--- src/rtl/freqconv_pkg.sv ---
package freqconv_pkg;

    typedef enum logic {
        PH_IDLE = 1'b0,
        PH_RUN  = 1'b1
    } phase_e;

    // Bit width able to index n items (at least one bit)
    function automatic int idx_bits(int n);
        return (n > 1) ? $clog2(n) : 1;
    endfunction

endpackage

--- src/rtl/freqconv_seq.sv ---
module freqconv_seq
    import freqconv_pkg::*;
#(
    parameter int COUT = 8,
    parameter int ROWS = 59,
    parameter int W_IN = 13,
    localparam int W_OUT = W_IN - 2,
    localparam int OC_W  = idx_bits(COUT),
    localparam int ROW_W = idx_bits(ROWS),
    localparam int COL_W = idx_bits(W_OUT),
    localparam int RA_W  = idx_bits(ROWS * W_IN),
    localparam int WA_W  = idx_bits(COUT * ROWS * W_OUT)
) (
    input  logic            clk,
    input  logic            rst,
    input  logic            start,
    output logic            rd_en,
    output logic [RA_W-1:0] rd_addr,
    output logic            s1_valid,
    output logic            s1_last,
    output logic [OC_W-1:0] s1_oc,
    output logic [WA_W-1:0] s1_idx
);

    typedef struct packed {
        phase_e            phase;
        logic [OC_W-1:0]   oc;
        logic [ROW_W-1:0]  row;
        logic [COL_W-1:0]  col;
        logic [RA_W-1:0]   addr;
        logic [WA_W-1:0]   idx;
        logic              v1;
        logic              last1;
        logic [OC_W-1:0]   oc1;
        logic [WA_W-1:0]   idx1;
    } seq_t;

    seq_t st_d, st_q;
    logic col_end, row_end, oc_end;

    always_comb begin
        st_d       = st_q;
        st_d.v1    = 1'b0;
        st_d.last1 = 1'b0;
        col_end    = (st_q.col == COL_W'(W_OUT - 1));
        row_end    = (st_q.row == ROW_W'(ROWS - 1));
        oc_end     = (st_q.oc  == OC_W'(COUT - 1));
        if (st_q.phase == PH_IDLE) begin
            if (start) begin
                st_d.phase = PH_RUN;
                st_d.oc    = '0;
                st_d.row   = '0;
                st_d.col   = '0;
                st_d.addr  = '0;
                st_d.idx   = '0;
            end
        end else begin
            st_d.v1    = 1'b1;
            st_d.oc1   = st_q.oc;
            st_d.idx1  = st_q.idx;
            st_d.last1 = col_end && row_end && oc_end;
            st_d.idx   = st_q.idx + WA_W'(1);
            if (!col_end) begin
                st_d.col  = st_q.col + COL_W'(1);
                st_d.addr = st_q.addr + RA_W'(1);
            end else begin
                st_d.col = '0;
                if (!row_end) begin
                    st_d.row  = st_q.row + ROW_W'(1);
                    // skip the two trailing columns that have no full window
                    st_d.addr = st_q.addr + RA_W'(W_IN - W_OUT + 1);
                end else begin
                    st_d.row  = '0;
                    st_d.addr = '0;
                    if (!oc_end) begin
                        st_d.oc = st_q.oc + OC_W'(1);
                    end else begin
                        st_d.oc    = '0;
                        st_d.phase = PH_IDLE;
                    end
                end
            end
        end
    end

    always_ff @(posedge clk) begin
        if (rst) st_q <= '0;
        else     st_q <= st_d;
    end

    assign rd_en    = (st_q.phase == PH_RUN);
    assign rd_addr  = st_q.addr;
    assign s1_valid = st_q.v1;
    assign s1_last  = st_q.last1;
    assign s1_oc    = st_q.oc1;
    assign s1_idx   = st_q.idx1;

    // every window read starts early enough in its row to hold three columns
    a_r4_window_in_row: assert property (@(posedge clk) disable iff (rst)
        rd_en |-> ((int'(rd_addr) % W_IN) <= W_IN - 3));

    // once reading, the walk advances; a start cannot pull it back to zero mid-pass
    a_r10_no_rewind: assert property (@(posedge clk) disable iff (rst)
        (rd_en && $past(rd_en) && rd_addr == '0) |-> ($past(int'(rd_addr)) == W_OUT - 1 + (ROWS - 1) * W_IN));

endmodule

--- src/rtl/freqconv_mac.sv ---
module freqconv_mac #(
    parameter int CIN    = 1,
    parameter int COUT   = 8,
    parameter int IN_W   = 10,
    parameter int W_W    = 8,
    parameter int BIAS_W = 16,
    parameter int ACC_W  = 21,
    parameter int OC_W   = 3,
    parameter logic [COUT*3*CIN*W_W-1:0] WEIGHTS = '0,
    parameter logic [COUT*BIAS_W-1:0]    BIASES  = '0,
    localparam int NTAP   = 3 * CIN,
    localparam int PROD_W = IN_W + W_W
) (
    input  logic [NTAP*IN_W-1:0]    win,
    input  logic [OC_W-1:0]         oc,
    output logic signed [ACC_W-1:0] acc
);

    logic signed [PROD_W-1:0] prod [NTAP];
    logic signed [BIAS_W-1:0] bias_sel;

    // One constant-coefficient multiplier per tap; coefficient picked by channel
    for (genvar t = 0; t < NTAP; t++) begin : g_tap
        logic signed [IN_W-1:0] x_sel;
        logic signed [W_W-1:0]  w_sel;
        assign x_sel   = win[t*IN_W +: IN_W];
        assign w_sel   = WEIGHTS[(int'(oc) * NTAP + t) * W_W +: W_W];
        assign prod[t] = x_sel * w_sel;
    end

    assign bias_sel = BIASES[int'(oc) * BIAS_W +: BIAS_W];

    always_comb begin
        acc = {{(ACC_W-BIAS_W){bias_sel[BIAS_W-1]}}, bias_sel};
        for (int t = 0; t < NTAP; t++) begin
            acc = acc + {{(ACC_W-PROD_W){prod[t][PROD_W-1]}}, prod[t]};
        end
    end

endmodule

--- src/rtl/freqconv_requant.sv ---
module freqconv_requant #(
    parameter int ACC_W = 21,
    parameter int TRUNC = 10,
    parameter int OUT_W = 8,
    localparam int SH_W = ACC_W - TRUNC,
    localparam int MAXP = 2 ** (OUT_W - 1) - 1
) (
    input  logic signed [ACC_W-1:0] acc,
    output logic [OUT_W-1:0]        q
);

    logic signed [SH_W-1:0] shifted;

    // dropping low bits of a two's complement value floors it
    assign shifted = acc[ACC_W-1:TRUNC];

    always_comb begin
        if (shifted <= 0)
            q = '0;
        else if (shifted > $signed(SH_W'(MAXP)))
            q = OUT_W'(MAXP);
        else
            q = shifted[OUT_W-1:0];
    end

endmodule

--- src/rtl/freqconv_top.sv ---
module freqconv_top
    import freqconv_pkg::*;
#(
    parameter int CIN    = 1,
    parameter int COUT   = 8,
    parameter int ROWS   = 59,
    parameter int W_IN   = 13,
    parameter int IN_W   = 10,
    parameter int W_W    = 8,
    parameter int BIAS_W = 16,
    parameter int TRUNC  = 10,
    parameter int OUT_W  = 8,
    parameter logic [COUT*3*CIN*W_W-1:0] WEIGHTS = {(COUT*3*CIN){W_W'(1)}},
    parameter logic [COUT*BIAS_W-1:0]    BIASES  = '0,
    localparam int W_OUT  = W_IN - 2,
    localparam int NTAP   = 3 * CIN,
    localparam int TOTAL  = COUT * ROWS * W_OUT,
    localparam int OC_W   = idx_bits(COUT),
    localparam int RA_W   = idx_bits(ROWS * W_IN),
    localparam int WA_W   = idx_bits(TOTAL),
    localparam int PROD_W = IN_W + W_W,
    localparam int ACC_W  = ((PROD_W > BIAS_W) ? PROD_W : BIAS_W) + $clog2(NTAP + 1) + 1
) (
    input  logic                 clk,
    input  logic                 rst,
    input  logic                 start,
    output logic                 done,
    output logic                 rd_en,
    output logic [RA_W-1:0]      rd_addr,
    input  logic [NTAP*IN_W-1:0] rd_data,
    output logic                 wr_en,
    output logic [WA_W-1:0]      wr_addr,
    output logic [OUT_W-1:0]     wr_data
);

    logic                    s1_valid, s1_last;
    logic [OC_W-1:0]         s1_oc;
    logic [WA_W-1:0]         s1_idx;
    logic signed [ACC_W-1:0] acc;
    logic [OUT_W-1:0]        q;

    freqconv_seq #(.COUT(COUT), .ROWS(ROWS), .W_IN(W_IN)) u_seq (
        .clk(clk), .rst(rst), .start(start),
        .rd_en(rd_en), .rd_addr(rd_addr),
        .s1_valid(s1_valid), .s1_last(s1_last), .s1_oc(s1_oc), .s1_idx(s1_idx)
    );

    freqconv_mac #(
        .CIN(CIN), .COUT(COUT), .IN_W(IN_W), .W_W(W_W), .BIAS_W(BIAS_W),
        .ACC_W(ACC_W), .OC_W(OC_W), .WEIGHTS(WEIGHTS), .BIASES(BIASES)
    ) u_mac (
        .win(rd_data), .oc(s1_oc), .acc(acc)
    );

    freqconv_requant #(.ACC_W(ACC_W), .TRUNC(TRUNC), .OUT_W(OUT_W)) u_rq (
        .acc(acc), .q(q)
    );

    typedef struct packed {
        logic             wr_en;
        logic [WA_W-1:0]  wr_addr;
        logic [OUT_W-1:0] wr_data;
        logic             done;
    } wr_t;

    wr_t out_d, out_q;

    always_comb begin
        out_d         = out_q;
        out_d.wr_en   = s1_valid;
        out_d.done    = s1_valid && s1_last;
        if (s1_valid) begin
            out_d.wr_addr = s1_idx;
            out_d.wr_data = q;
        end
    end

    always_ff @(posedge clk) begin
        if (rst) out_q <= '0;
        else     out_q <= out_d;
    end

    assign wr_en   = out_q.wr_en;
    assign wr_addr = out_q.wr_addr;
    assign wr_data = out_q.wr_data;
    assign done    = out_q.done;

    // a burst of writes begins at address zero
    a_r3_first_at_zero: assert property (@(posedge clk) disable iff (rst)
        $rose(wr_en) |-> (wr_addr == '0));

    // back-to-back writes step the address by one
    a_r3_addr_step: assert property (@(posedge clk) disable iff (rst)
        (wr_en && $past(wr_en)) |-> (wr_addr == $past(wr_addr) + WA_W'(1)));

    // completion only accompanies the final write
    a_r9_done_on_last: assert property (@(posedge clk) disable iff (rst)
        done |-> (wr_en && wr_addr == WA_W'(TOTAL - 1)));

    // completion is a single-cycle pulse
    a_r9_done_pulse: assert property (@(posedge clk) disable iff (rst)
        done |=> !done);

    // stored activations are never negative
    a_r7_nonneg: assert property (@(posedge clk) disable iff (rst)
        wr_en |-> !wr_data[OUT_W-1]);

    // a write follows a read by exactly one stage
    a_r2_read_then_write: assert property (@(posedge clk) disable iff (rst)
        rd_en |=> ##1 wr_en);

endmodule

--- config.mk ---
export PLATFORM = sky130hd
export DESIGN_NAME = freqconv_top
export DESIGN_NICKNAME = d
export VERILOG_FILES = /design/src/rtl/freqconv_pkg.sv /design/src/rtl/freqconv_seq.sv /design/src/rtl/freqconv_mac.sv /design/src/rtl/freqconv_requant.sv /design/src/rtl/freqconv_top.sv
export SDC_FILE = /design/constraint.sdc
export NUM_CORES = 1
export LEC_CHECK = 0
export CORE_MARGIN = 2
export CORE_UTILIZATION = 41
export CTS_BUF_LIST = sky130_fd_sc_hd__clkbuf_4
export CTS_CLUSTER_DIAMETER = 40
export DETAILED_ROUTE_END_ITERATION = 7
export SLEW_MARGIN = 20
export SYNTH_ARGS = -nofsm -noshare
export SYNTH_HDL_FRONTEND = slang
export SYNTH_SLANG_ARGS = --single-unit
--- constraint.sdc ---
create_clock -name clk -period 4.3 [get_ports clk]
set_input_delay 0.645 -clock clk [delete_from_list [all_inputs] [get_ports clk]]
set_output_delay 0.645 -clock clk [all_outputs]
set_load 0.01 [all_outputs]
==> results.cfg, run 1 <==
[detailed_routing]
vias_per_cell = 4.968
wl_mm = 8.401
wire_per_inst_um = 12.83
drt_first_pass_iters = 4
drc = 0
vias = 3254
drt-initial-drc-count = 104
ant_nets = 0

[clock_network]
cts-root-buf = clkbuf_4
cts.sinks = 78
cts.path.max_buffers = 2
ctsResizeCount = 0
postCtsHoldBufs = 0
clk_latency_ns = 0.41
cts_setup_buffers = 0
clkTransAtPathRegs_ns = 0.13
cts_tree = yes
h-tree-depth = 3
cts_buffers = 9

[power]
power_density_nw_per_um2 = 262.7
p_sw_share_pct = 27.32
p_leak_nw = 1.950
seqPwrFrac_pct = 57.4
pwr-share-clk_pct = 29.8
internal-power_mw = 0.9388
ir_drop_v = 0.0001657
power_switching_mw = 0.3529
comb_power_share_pct = 12.8
power_mw = 1.292

[synthesis]
synth_largest_area_cell = dfxtp_1
synth-async-reset-ratio_pct = 0
synth.top_cells.by_area = dfxtp_1 (38%), mux2i_1 (7.8%), ha_1 (7.0%)
syn_area_um2 = 4114
ys_seq_elements = 78
syn_nets = 531
synth.distinct_cells = 55
ys_seq_area_share_pct = 37.96
synth_edf_count = 0
ys_warn_count = 0
synth_top_area_share_pct = 37.96
yosys_most_used_dff = dfxtp_1
syn_inst = 465
avgSynthCellArea_um2 = 8.847

[cells_and_area]
drive_gt1_share_pct = 5.747
final_cell_mix = dfxtp_1 (78), nor2_1 (73), clkdlybuf4s50_1 (65), nand2_1 (36), mux2i_1 (32)
fin_util_pct = 50.31
area_growth_pct = 19.53
fill_cells = 943
diodes = 0
final_common_cell = dfxtp_1
layout.nets = 583

[status]
status = finished, final reports clean

[worst_setup_path]
cp-startpoint = u_seq.s1_oc[0]
worst-path-buf-inv = 3
ff2ff_setup_slack_ns = 0.34
cp.depth = 16
critical-path-top-delay-family = adder cells
critPathKind = register to register
endpoint = wr_data[0]
r2r-start = u_seq.s1_oc[0]
path_cells = ha_1, inv_1, fa_1, nand2b_1, and3b_1, a311oi_1, buf_4, nand2_1, fa_1, inv_1, ha_1, a21o_1, a21oi_1, a21oi_1, or4_1, o211ai_1
end_kind = register
critPathMaxFanout = 11
cp-start-kind = register
cp.required_ns = 4.64
reg2reg_depth = 16
timing.rr.end = wr_data[0]
slowest_delay_ns = 0.48
slowest_stage = fa_1
arrival_ns = 4.30

[sta]
grt_setup_unrepaired = false
finClkSkew_ns = 0.01279
fmax_ghz = 0.2528
hold_violations = 0
drv_slew = 0
setup_viol = 0
setup_tns_ns = 0
tightest_slew_ns = 0.9554
holdWs_ns = 0.4390
finalCritPeriodShare_pct = 92.00
period_needed_ns = 3.956
slew_headroom_pct = 36.22

[floorplan]
die_w_um = 104.2
die_h_um = 104.2
start_util_pct = 42.09
core_area_um2 = 9774
io_pins = 67
die_area_um2 = 10850
num_rows = 36

[global_route]
grt_max_degree = 52
grt_pass1_wl_mm = 14.55
overflow = 0
grt_pass1_vias = 3158
antenna_found_initial = 0
gr-usage-all-layers_pct = 16.00

[run]
cap_violations = 0

[placement]
gp_congestion = 0.8701
io_buffers = 66
hpwl_mm = 6.111

[hold_path]
hp-class = register to register
==> flip-flops by register name, summed over array words and instances, names as in the netlist, 3 cells and up <==
name           count
u_seq.s1_oc        3
wr_data            8
u_seq.s1_idx      13
u_seq.st_q        26
wr_addr           13
u_seq.rd_addr     10
==> worst reg2reg max path, cell delays in order, from the launching register on <==
cell and delay, ns:
dfxtp_1 0.41, ha_1 0.19, inv_1 0.06, fa_1 0.46, nand2b_1 0.18, and3b_1 0.18, a311oi_1 0.20, buf_4 0.22
nand2_1 0.08, fa_1 0.48, inv_1 0.04, ha_1 0.30, a21o_1 0.19, a21oi_1 0.17, a21oi_1 0.11, or4_1 0.47
o211ai_1 0.16
==> area by class of cell <==
type	instances	area, µm²	share of cell area [%]
flip-flops and latches	78	1562	31.76
clock buffers	10	75.07	1.527
clock inverters	6	46.29	0.9415
multi-input cells	334	2296	46.69
repair buffers	69	678.2	13.79
inverters	25	93.84	1.908
well taps	133	166.4	3.384
==> synth_stat cells (7+ instances only) <==
library cell and n:
a21oi_1 20, nor2_1 73, nand3_1 16, ha_1 23, nor2b_1 7, buf_4 11
dfxtp_1 78, nor3_1 10, xor2_1 8, mux2i_1 32, nand2_1 36, inv_1 25
buf_2 7, o21ai_0 8, fa_1 10, clkbuf_1 7, and2_1 19
==> metal layers <==
metal / vias up / wire, µm / global-route usage [%]
met5: - / 0 / 0
met3: 9 / 383 / 3.885
met1: 1494 / 4200 / 21.31
met4: 0 / 78 / 5.019
met2: 69 / 3738 / 25.61
li1: 1682 / - / -
==> cell families (layout without fill, tap and decap cells) <==
logic type / Yosys count / count (layout) / share of synthesized area [%]
buffers and inverters: 53 / 110 / 6.235
adder cells (fa/ha/maj): 34 / 34 / 12.14
multiplexers: 37 / 37 / 9.154
flip-flops: 78 / 78 / 37.96
AO/OA/AOI/OAI: 56 / 56 / 8.972
XOR/XNOR: 14 / 14 / 2.981
AND/OR/NAND/NOR: 193 / 193 / 22.57
==> power by group through the flow <==
stage	registers, mW	clock network, mW	logic (mW)
after CTS	0.742	0.403	0.167
after floorplan	0.749	0	0.113
final	0.741	0.386	0.165
after detailed placement	0.758	0	0.165
after global placement	0.758	0	0.163
after global routing	0.743	0.431	0.189
==> worst min-delay path by stage <==
stage | startpoint | end | slack [ns] | depth (start not counted)
after floorplan | u_seq.s1_last | done | 0.41 | 1
after global placement | u_seq.s1_last | done | 0.41 | 1
after detailed placement | u_seq.s1_last | done | 0.41 | 1
after CTS | u_seq.s1_last | done | 0.44 | 1
after global routing | u_seq.s1_last | done | 0.45 | 1
final | u_seq.s1_last | done | 0.44 | 1
==> per-stage QoR <==
step	setup slack [ns]	instance area, µm²	cells
3_3_place_gp	0.5160	4796	639
2_1_floorplan	0.5851	4114	465
3_5_place_dp	0.3871	4796	639
4_1_cts	0.3346	4917	655
6_report	0.3439	4917	655
5_1_grt	0.02341	4917	655
(Power assumes the default switching activity.)
==> run 2: changes to the inputs <==
- ABC_AREA: unset -> 1
==> results.cfg, run 2 <==
[status]
status = finished, final reports clean

[worst_setup_path]
ff2ff_setup_slack_ns = 0.45
path_common_cell = inv_1
slowest_stage = fa_1
slowest_delay_ns = 0.48
end_kind = register
cp-start-kind = register
cp.required_ns = 4.66
critPathMaxFanout = 6
critical-path-top-delay-family = adder cells
worst-path-buf-inv = 4
critPathKind = register to register
path_cells = ha_1, inv_1, fa_1, nor2_2, inv_1, a21oi_1, inv_1, nand2_1, fa_1, inv_1, ha_1, a21o_1, o21ba_2, nand2_1, a21oi_1, nand3_1, nand2_1, nand3_1, a21oi_1
arrival_ns = 4.21

[placement]
hpwl_mm = 6.687
gp_congestion = 0.7722
io_buffers = 66

[synthesis]
synth_top_family_by_area = simple AND/OR/NAND/NOR gates
ys_warn_count = 0
synth_top_area_share_pct = 36.75
synthSimpleGateAreaFrac_pct = 24.82
synth_compound_area_share_pct = 14.43
synthTopCellsByCount = nand2_1 (83), nor2_1 (80), dfxtp_1 (78)
muxShareOfSynthArea_pct = 0
synth_xor_area_share_pct = 1.649
yosys_most_used_dff = dfxtp_1
avgSynthCellArea_um2 = 7.534
syn_nets = 630
synth_edf_count = 0
synth_fa_ha_area_share_pct = 11.48
synth-async-reset-ratio_pct = 0
syn_area_um2 = 4249
syn_inst = 564
ys_seq_area_share_pct = 36.75
synth.distinct_cells = 47
yosysMostFrequentCell = nand2_1
synth_largest_area_cell = dfxtp_1
synth.top_cells.by_area = dfxtp_1 (37%), nand2_1 (7.3%), nor2_1 (7.1%)
ys_seq_elements = 78

[detailed_routing]
ant_nets = 0
vias = 3671
wl_mm = 9.095
drc = 0
drt_first_pass_iters = 4
drt-initial-drc-count = 178
vias_per_cell = 4.849
wire_per_inst_um = 12.01

[cells_and_area]
drive_gt1_share_pct = 8.857
final_cell_mix = nand2_1 (83), nor2_1 (80), dfxtp_1 (78), inv_1 (74), clkdlybuf4s50_1 (66)
largest_reg_flops = 26
layout.nets = 682
final_common_cell = nand2_1
regMostFlops = u_seq.st_q
diodes = 0
area_growth_pct = 19.73

[global_route]
overflow = 0
antenna_found_initial = 0
grt_pass1_vias = 3580
grt_pass1_wl_mm = 16.10
gr-usage-all-layers_pct = 17.36
grt_max_degree = 34

[sta]
fmax_ghz = 0.2598
setup_tns_ns = 0
slew_headroom_pct = 39.54
period_needed_ns = 3.850
finClkSkew_ns = 0.01115
drv_slew = 0
finalCritPeriodShare_pct = 89.53
grt_setup_unrepaired = false
tightest_slew_ns = 0.9056
setup_viol = 0
hold_violations = 0

[power]
seqPwrFrac_pct = 52.6
power_switching_mw = 0.4230
pwr-share-clk_pct = 30.9
power_mw = 1.471
internal-power_mw = 1.048
comb_power_share_pct = 16.5
p_sw_share_pct = 28.76
p_leak_nw = 2.115
power_density_nw_per_um2 = 289.2
ir_drop_v = 0.0001511

[clock_network]
ctsResizeCount = 0
cts-root-buf = clkbuf_4
clk_latency_ns = 0.41
clkTransAtPathRegs_ns = 0.13
postCtsHoldBufs = 0
cts.path.max_buffers = 2
h-tree-depth = 3
cts.sinks = 78
cts_buffers = 9
cts_setup_buffers = 0
cts_tree = yes

[run]
cap_violations = 0

[floorplan]
start_util_pct = 41.72
num_rows = 37
die_area_um2 = 11190
die_h_um = 105.8
core_area_um2 = 10180
io_pins = 67
die_w_um = 105.8

[hold_path]
hp-class = register to register
==> run 2: cell types whose count changed after synthesis, moves of 6 or more <==
cell / change
mux2i_1: -32
nand2_2: +6
and2_1: -19
nand3_1: +6
o21ai_0: +32
nor2b_1: -7
a21oi_1: +24
nor2_1: +7
nand2_1: +47
nor2_2: +6
inv_1: +49
==> run 2: stage by stage <==
| step | instance area (µm²) | cells | utilization, % | hold slack (ns) | setup WS [ns] |
|---|---|---|---|---|---|
| floorplan | 4249 | 564 | - | 0.4029 | 0.8485 |
| global placement | 4942 | 741 | 48.53 | 0.4176 | 0.5990 |
| finish | 5087 | 757 | 49.95 | 0.4422 | 0.4504 |
| global route | 5087 | 757 | 49.95 | 0.4688 | 0.06631 |
| detailed placement | 4942 | 741 | 48.53 | 0.4206 | 0.4513 |
| CTS | 5087 | 757 | 49.95 | 0.4442 | 0.4253 |
==> run 2: cell type report <==
class,count,area [µm²]
fill,1005,5097
multi-input combinational,378,2226
sequential,78,1562
timing repair buffer,68,675.6
inverter,81,309.0
tap,136,170.2
clock buffer,10,75.07
clock inverter,6,70.07
==> run 2: logic make-up after synthesis <==
kind of cell	count (synthesis)
xor+xnor	8
compound gates	107
simple gates	230
fa+ha+maj	33
flops	78
buf+inv	108
==> run 2: layer usage <==
layer | track usage, % | part of all wire (%)
met5 | 0 | 0
met4 | 5.169 | 1.2
met3 | 3.587 | 4.7
met2 | 28.25 | 45
met1 | 23.21 | 49
==> run 2: tightest hold or removal path, delay by kind of cell, from the launching register on <==
family	cells	cell delay, ns
and+or+nand+nor	2	0.09
DFF	1	0.33
==> run 2: final timing paths <==
path | startpoint | endpoint | cells past startpoint
setup / recovery | u_seq.s1_oc[0] | wr_data[0] | 19
hold / removal | u_seq.s1_last | done | 2
setup reg to reg | u_seq.s1_oc[0] | wr_data[0] | 19
hold reg to reg | u_seq.s1_last | done | 2
==> run 2: power groups by stage <==
| stage | logic, mW | registers [mW] | clock network, mW |
|---|---|---|---|
| floorplan | 0.162 | 0.784 | 0 |
| global placement | 0.242 | 0.788 | 0 |
| detailed placement | 0.245 | 0.789 | 0 |
| CTS | 0.247 | 0.773 | 0.468 |
| global route | 0.283 | 0.778 | 0.503 |
| finish | 0.243 | 0.773 | 0.455 |
